`config.mk`:
```
export PLATFORM = sky130hd
export DESIGN_NAME = bank_irq_ctrl
export DESIGN_NICKNAME = d
export VERILOG_FILES = /design/src/rtl/bic_pkg.sv /design/src/rtl/bic_addr_dec.sv /design/src/rtl/bic_mask_bank.sv /design/src/rtl/bic_rd_mux.sv /design/src/rtl/bank_irq_ctrl.sv
export SDC_FILE = /design/constraint.sdc
export NUM_CORES = 1
export LEC_CHECK = 0
export CORE_ASPECT_RATIO = 1.2
export CORE_MARGIN = 8
export CORE_UTILIZATION = 45
export CTS_BUF_LIST = sky130_fd_sc_hd__clkbuf_8
export DETAILED_ROUTE_END_ITERATION = 7
export GPL_ROUTABILITY_DRIVEN = 0
export PLACE_DENSITY = 0.74
export SYNTH_ARGS = -nofsm -noshare
export SYNTH_HDL_FRONTEND = slang
export SYNTH_SLANG_ARGS = --single-unit
```
`constraint.sdc`:
```
create_clock -name clk_i -period 2 [get_ports clk_i]
set_input_delay 0.6 -clock clk_i [delete_from_list [all_inputs] [get_ports clk_i]]
set_output_delay 0.6 -clock clk_i [all_outputs]
set_load 0.1 [all_outputs]
```
`src/rtl/bic_pkg.sv`:
```
package bic_pkg;
  localparam int NUM_BANKS = 3;
  localparam int DATA_W    = 32;
  localparam int MAP_WORDS = 10;

  // word index of each register; bank order of set/clear is part of the map
  function automatic int pend_word(input int b);
    return b;
  endfunction

  function automatic int set_word(input int b);
    return (b == 0) ? 6 : 3 + b;
  endfunction

  function automatic int clr_word(input int b);
    return (b == 0) ? 9 : 6 + b;
  endfunction

  localparam int SPARE_WORD = 3;

  typedef struct packed {
    logic [NUM_BANKS-1:0] pend_sel;
    logic [NUM_BANKS-1:0] set_sel;
    logic [NUM_BANKS-1:0] clr_sel;
    logic                 spare_sel;
  } sel_t;
endpackage

```
`src/rtl/bic_addr_dec.sv`:
```
module bic_addr_dec
  import bic_pkg::*;
#(
  parameter int ADDR_W = 8
) (
  input  logic [ADDR_W-1:0] addr_i,
  output sel_t              sel_o
);
  localparam int WIDX_W = ADDR_W - 2;

  logic [WIDX_W-1:0] widx;
  assign widx = addr_i[ADDR_W-1:2];

  for (genvar b = 0; b < NUM_BANKS; b++) begin : g_bank
    assign sel_o.pend_sel[b] = (widx == WIDX_W'(pend_word(b)));
    assign sel_o.set_sel[b]  = (widx == WIDX_W'(set_word(b)));
    assign sel_o.clr_sel[b]  = (widx == WIDX_W'(clr_word(b)));
  end

  assign sel_o.spare_sel = (widx == WIDX_W'(SPARE_WORD));
endmodule

```
`src/rtl/bic_mask_bank.sv`:
```
module bic_mask_bank #(
  parameter int W = 32
) (
  input  logic         clk_i,
  input  logic         rst_ni,
  input  logic         set_stb_i,
  input  logic         clr_stb_i,
  input  logic [W-1:0] data_i,
  input  logic [W-1:0] src_i,
  output logic [W-1:0] en_o,
  output logic [W-1:0] pend_o
);
  logic [W-1:0] en_q, en_d, set_v, clr_v;

  assign set_v = set_stb_i ? data_i : '0;
  assign clr_v = clr_stb_i ? data_i : '0;
  // clear wins over set on the same bit
  assign en_d  = (en_q | set_v) & ~clr_v;

  always_ff @(posedge clk_i or negedge rst_ni) begin
    if (!rst_ni) en_q <= '0;
    else         en_q <= en_d;
  end

  assign en_o   = en_q;
  assign pend_o = src_i & en_q;
endmodule

```
`src/rtl/bic_rd_mux.sv`:
```
module bic_rd_mux
  import bic_pkg::*;
#(
  parameter int W = 32
) (
  input  sel_t                        sel_i,
  input  logic [NUM_BANKS-1:0][W-1:0] en_i,
  input  logic [NUM_BANKS-1:0][W-1:0] pend_i,
  input  logic [W-1:0]                spare_i,
  output logic [W-1:0]                word_o
);
  always_comb begin
    word_o = '0;
    for (int b = 0; b < NUM_BANKS; b++) begin
      if (sel_i.pend_sel[b])                    word_o = word_o | pend_i[b];
      if (sel_i.set_sel[b] || sel_i.clr_sel[b]) word_o = word_o | en_i[b];
    end
    if (sel_i.spare_sel) word_o = word_o | spare_i;
  end
endmodule

```
`src/rtl/bank_irq_ctrl.sv`:
```
module bank_irq_ctrl
  import bic_pkg::*;
#(
  parameter int ADDR_W = 8
) (
  input  logic                          clk_i,
  input  logic                          rst_ni,
  input  logic [ADDR_W-1:0]             addr_i,
  input  logic                          wr_en_i,
  input  logic [DATA_W-1:0]             wr_data_i,
  input  logic                          rd_en_i,
  output logic [DATA_W-1:0]             rd_data_o,
  input  logic [NUM_BANKS*DATA_W-1:0]   irq_src_i,
  output logic                          irq_o
);
  sel_t                             sel;
  logic [NUM_BANKS-1:0][DATA_W-1:0] en, pend;
  logic [DATA_W-1:0]                spare_q, rd_word, rd_q;
  logic                             irq_q;

  bic_addr_dec #(.ADDR_W(ADDR_W)) u_dec (
    .addr_i (addr_i),
    .sel_o  (sel)
  );

  for (genvar b = 0; b < NUM_BANKS; b++) begin : g_bank
    bic_mask_bank #(.W(DATA_W)) u_bank (
      .clk_i     (clk_i),
      .rst_ni    (rst_ni),
      .set_stb_i (wr_en_i & sel.set_sel[b]),
      .clr_stb_i (wr_en_i & sel.clr_sel[b]),
      .data_i    (wr_data_i),
      .src_i     (irq_src_i[b*DATA_W +: DATA_W]),
      .en_o      (en[b]),
      .pend_o    (pend[b])
    );
  end

  bic_rd_mux #(.W(DATA_W)) u_mux (
    .sel_i   (sel),
    .en_i    (en),
    .pend_i  (pend),
    .spare_i (spare_q),
    .word_o  (rd_word)
  );

  always_ff @(posedge clk_i or negedge rst_ni) begin
    if (!rst_ni) begin
      spare_q <= '0;
      rd_q    <= '0;
      irq_q   <= 1'b0;
    end else begin
      if (wr_en_i && sel.spare_sel) spare_q <= wr_data_i;
      if (rd_en_i)                  rd_q    <= rd_word;
      irq_q <= |pend;
    end
  end

  assign rd_data_o = rd_q;
  assign irq_o     = irq_q;
endmodule

```
After elaboration in Yosys (flattened, before gate mapping)
Cells that the tools add are included.

Logic and storage cells: 58. Output and inout port bits: 33. Bits in registers: 161. Input bits: 140.

Mux-type cells: 13. Equal/unequal tests: 9. Bitwise logic cells: 24. Reductions and logical operators: 6.

Operators by type and width (number): 32-bit 2-to-1 mux (13); 32-bit bitwise OR (9); 32-bit AND (6); 32-bit inverter (3); 96-bit OR reduction (1); 6-bit by 3-bit equality test with 1-bit output (second input constant) (4); 6-bit by 2-bit equality test with 1-bit output (second input constant) (2); 6-bit by 4-bit equality test with 1-bit output (second input constant) (2); 1-bit AND (6); 6-bit by 1-bit equality test with 1-bit output (second input constant) (1); 6-bit zero test (1); 1-bit logical OR (3); 1-bit logical AND (1).

Logic depth before layout (Yosys ltp)
Depth in word-level cells: 14. Depth in mapped cells: 8. Depth with buffers taken out: 5.

Hierarchy
From an unflattened synthesis, not the netlist that was laid out.

Cells, all modules: 749. Area, all modules: 8077.7 µm².

Modules (own cells, without submodules): bic_mask_bank (cells each 134, sequential area each 800.8 µm², instances 3, area each 1370.1 µm²); bank_irq_ctrl (cells each 176, sequential area each 1626.6 µm², instances 1, area each 2771.4 µm²); bic_rd_mux (cells each 155, sequential area each 0.0 µm², instances 1, area each 1103.6 µm²); bic_addr_dec (cells each 16, sequential area each 0.0 µm², instances 1, area each 92.6 µm²).

Worst setup path before layout
Ideal clock, no wire load.

Kind: input -> register. From: input port addr_i[2]. To: register rd_q[16] (netlist: rd_data_o[16]). Stages: 5. Path buffers: 1. Arrival: 1.938 ns. Setup slack: -0.020 ns. Data required time: 1.918 ns. Library setup time: 0.082 ns. Path through: or3b_1 > a2111oi_4 > buf_4 > a222oi_1 > a31oi_1.

Cells in the longest elaborated chain, start to end: 14. Elaborated cells between the ends (all ways): 26. Those cells by class: eq/ne: 9; mux: 7; bitwise: 6; reduce/logical: 4.

RTL lines: start, declared (line bank_irq_ctrl.sv:8) `input logic [ADDR_W-1:0] addr_i,`; 6-bit zero test (line bic_addr_dec.sv:15) `assign sel_o.pend_sel[b] = (widx == WIDX_W'(pend_word(b)));`; 32-bit 2-to-1 mux (line bic_rd_mux.sv:15) `if (sel_i.pend_sel[b]) word_o = word_o | pend_i[b];`; 32-bit bitwise OR (line bic_rd_mux.sv:16) `if (sel_i.set_sel[b] || sel_i.clr_sel[b]) word_o = word_o | en_i[b];`; 32-bit 2-to-1 mux (line bic_rd_mux.sv:16); 32-bit bitwise OR (line bic_rd_mux.sv:15); 32-bit 2-to-1 mux (line bic_rd_mux.sv:15); 32-bit bitwise OR (line bic_rd_mux.sv:16); 32-bit 2-to-1 mux (line bic_rd_mux.sv:16); 32-bit bitwise OR (line bic_rd_mux.sv:15); 32-bit 2-to-1 mux (line bic_rd_mux.sv:15); 32-bit bitwise OR (line bic_rd_mux.sv:16); 32-bit 2-to-1 mux (line bic_rd_mux.sv:16); 32-bit bitwise OR (line bic_rd_mux.sv:18) `if (sel_i.spare_sel) word_o = word_o | spare_i;`; 32-bit 2-to-1 mux * (line bic_rd_mux.sv:18); end signal, assigned (line bank_irq_ctrl.sv:54) `if (rd_en_i) rd_q <= rd_word;`; end, declared (line bank_irq_ctrl.sv:18) `logic [DATA_W-1:0] spare_q, rd_word, rd_q;`.

Mark *: on every way between the ends. The rest lies on a longest branch, timed or not. A chain may end at the register's enable or synchronous reset.

Worst setup path in the final report
From: input port addr_i[7]. To: register g_bank[2].u_bank.en_q[12].

Cells in the longest elaborated chain, start to end: 5. Elaborated cells between the ends (all ways): 9. Those cells by class: eq/ne: 2; mux: 2; bitwise: 5.

RTL lines: 6-bit by 3-bit equality test with 1-bit output or 6-bit by 4-bit equality test with 1-bit output (tied branches) (line bic_addr_dec.sv:16, bic_addr_dec.sv:17); 1-bit AND, on equally long branches (line bank_irq_ctrl.sv:30, bank_irq_ctrl.sv:31); 32-bit 2-to-1 mux, on equally long branches (line bic_mask_bank.sv:15, bic_mask_bank.sv:16); 32-bit bitwise OR or 32-bit inverter (tied branches) (line bic_mask_bank.sv:18) `assign en_d = (en_q | set_v) & ~clr_v;`; 32-bit AND * (line bic_mask_bank.sv:18); via g_bank[2].u_bank.en_d[12] (line bic_mask_bank.sv:13) `logic [W-1:0] en_q, en_d, set_v, clr_v;`; end signal, assigned (line bic_mask_bank.sv:22) `else en_q <= en_d;`; end, declared (line bic_mask_bank.sv:13).

The timed path passes the listed nets; every way through them passes the cells marked *.

==> reports/results.ini <==
[outcome]
status = finished with violations
violations = negative setup slack

[sta]
final.setup_skew_ns = 0.0106
finalHoldViolCount = 0
clock.fmax_mhz = 497
rsz0062_at_grt = yes
slew_viol_final = 0
fin_crit_ns = 2.01
fin_crit_sh = 1.01
setup_ws_ns = -0.0121
slew_headroom = 0.681
worstMarginPinSlew_ns = 0.479
finalSetupViolations = 11

[pwr]
vdd_drop_max_v = 0.000385
pwr-share-comb = 0.245
clkPwrFrac = 0.281
p_total_mw = 8.45
sw_frac_of_total = 0.323
p_sw_mw = 2.73
power_per_cell_area_nw_per_um2 = 744
p_int_mw = 5.71
p_leak_nw = 4.99
seqPwrFrac = 0.474

[synth]
async_reset_ff_frac = 1.00
ys_seq_area_frac = 0.509
synth_ff_type = dfrtp_1
syn_area_sq_um = 7920
synth_edf_count = 0
ys_ff_latch = 161
synth.distinct_cells = 38
syn_avg_cell_area_sq_um = 9.54
syn_inst = 830
ys_warn_count = 0
syn-num-nets = 970

[critical_path]
cp_slowest_stage_delay_ns = 0.41
r2r_cells = 6
crit_type = in2reg
reg2reg_slack_ns = 0.15
crit_top_cell = buf_4
crit_fanout = 10
crit_buf_inv = 4
r2r-end = irq_o
crit_chain = clkdlybuf4s50_1, buf_4, nor2_2, buf_4, nand4b_1, nor3_4, buf_4, a21oi_1
end_kind = flip-flop
cp.required_ns = 2.33
setup.worst_path.start_class = input port
cpLargestDelayFamily = buffers and inverters
crit_arrival_ns = 2.34
crit_slowest_cell = clkdlybuf4s50_1
worstReg2RegStart = g_bank[2].u_bank.en_o[30]

[floorplan]
rows = 53
die_area_sq_um = 22100
fp.dieH_um = 161
core-area_sq_um = 17400
start_util = 0.456
fp.dieW_um = 137
ios = 173

[placement]
preCtsSetupSlack_ns = -0.614
place_inst = 1242
port_buffers = 170
dp.final_hpwl_um = 22800

[global_routing]
grt_antenna_before_repair = 1
grtUsageTotal = 0.290
overflow = 0
grt_pass1_wl_um = 48900
first_global_vias = 8635
grt_max_degree = 45

[clock_network]
clk_latency_ns = 0.46
hold_buffers = 0
clock-sinks = 161
clockRootBuffer = clkbuf_8
cts_buffer_depth = 2
cts-buffers-inserted = 17
clkTransAtPathRegs_ns = 0.08
cts_tree = yes
cts-htree-levels = 4

[cells_and_area]
areaGrowthSynthToFinish_pct = 43.5
mostFrequentLayoutCell = a21oi_1
drive_gt1_frac = 0.185
mostFrequentLayoutCells = a21oi_1 (217), dfrtp_1 (161), clkdlybuf4s50_1 (129)
fin_nets = 1189
fin_cells = 1283

[route]
first_pass_iters = 8
vias_per_cell = 6.63
drtAntennaViolNets = 0
drtIter0Drc = 1146
wire_per_inst_um = 25.0
remaining_drc_errors = 0
finalWirelength_um = 32100
dr_total_vias = 8508

[run]
drv_cap = 0

[worst_hold_path]
hold_class = in2async

[worst reg2reg max path: stages (launching register included)]
cell and delay [ns]:
dfrtp_1 0.43, a22oi_2 0.20, buf_4 0.16, nand3_1 0.09
or4_4 0.45, nor4_4 0.29, nand4_1 0.11
[power groups by stage]
stage | clock (mW) | sequential (mW) | combinational (mW)
after floorplan | 0 | 4.25 | 0.664
final | 2.37 | 4.01 | 2.07
after global placement | 0 | 4.03 | 1.93
after detailed placement | 0 | 4.05 | 1.98
after CTS | 2.38 | 3.99 | 2.00
after global routing | 2.52 | 4.05 | 2.19
[cell families after synthesis]
family                 Yosys count  share of synthesized area
muxes                           32                     0.0455
buffers and inverters           59                     0.0316
DFF                            161                      0.509
AOI/OAI and AO/OA              367                      0.287
and+or+nand+nor                211                      0.127
[worst max-delay path by stage]
stage	from	to	slack (ns)	cells past startpoint
3_3_place_gp	irq_src_i[94]	irq_o	-0.62	7
6_report	addr_i[7]	g_bank[2].u_bank.en_o[12]	-0.01	8
5_1_grt	addr_i[6]	rd_data_o[5]	-0.05	9
2_1_floorplan	addr_i[5]	spare_q[10]	0.009	5
4_1_cts	addr_i[4]	rd_data_o[2]	0.01	9
3_5_place_dp	addr_i[3]	rd_data_o[5]	-0.61	7
[Yosys cell counts (3+ instances only)]
master,number,area share
a32oi_1,14,0.015
nor4_1,3,0.0024
o22a_1,6,0.0066
a31oi_1,25,0.020
a21o_1,26,0.025
nor2_1,31,0.015
a22oi_1,27,0.026
clkbuf_1,45,0.021
dfrtp_1,161,0.51
and2_1,15,0.012
and3_1,3,0.0024
a222oi_1,11,0.014
a21oi_1,217,0.14
nand4_1,8,0.0063
o2111ai_1,6,0.0066
mux2_1,8,0.011
mux2_2,24,0.034
buf_2,11,0.0070
nand3_1,44,0.028
nor3_1,3,0.0019
a22o_1,7,0.0077
nor2b_1,10,0.0079
nand2_1,80,0.038
a221oi_1,17,0.019
or4_1,5,0.0047
o21ai_0,8,0.0051
[area by class of cell]
cell class	count	area (sq um)
fill	1397	6010
sequential	161	4030
multi-input combinational	610	3740
timing repair buffer	259	2930
tap	220	275
clock buffer	19	262
clock inverter	13	121
antenna	1	2.50
[state kept, by name, summed over array words and instances (netlist names)]
name / cells
g_bank.u_bank.en_o: 96
spare_q: 32
rd_data_o: 32
irq_o: 1
[through the flow]
step / area, sq um / utilization / setup TNS (ns) / hold WS (ns)
2_1_floorplan: 7920 / - / 0 / 0.304
3_3_place_gp: 10800 / 0.621 / -72.97 / 0.467
3_5_place_dp: 10800 / 0.621 / -78.42 / 0.475
4_1_cts: 11300 / 0.651 / 0 / 0.0674
5_1_grt: 11400 / 0.654 / -0.370 / 0.0839
6_report: 11400 / 0.654 / -0.0689 / 0.0648
[per-layer routing]
metal / global-route usage / part of all wire
met5: 0 / 0
met4: 0.190 / 0.066
met3: 0.0743 / 0.11
met2: 0.449 / 0.47
met1: 0.350 / 0.35
[timing repair]
item | 4_1_cts | 5_1_grt
setup buffers | 4 | 3
cloned | 3 | 0
setup endpoints to repair | 97 | 104
pin swaps | 6 | 9
gates resized for setup | 13 | 15
No activity file was read; power rests on OpenSTA's default activity.
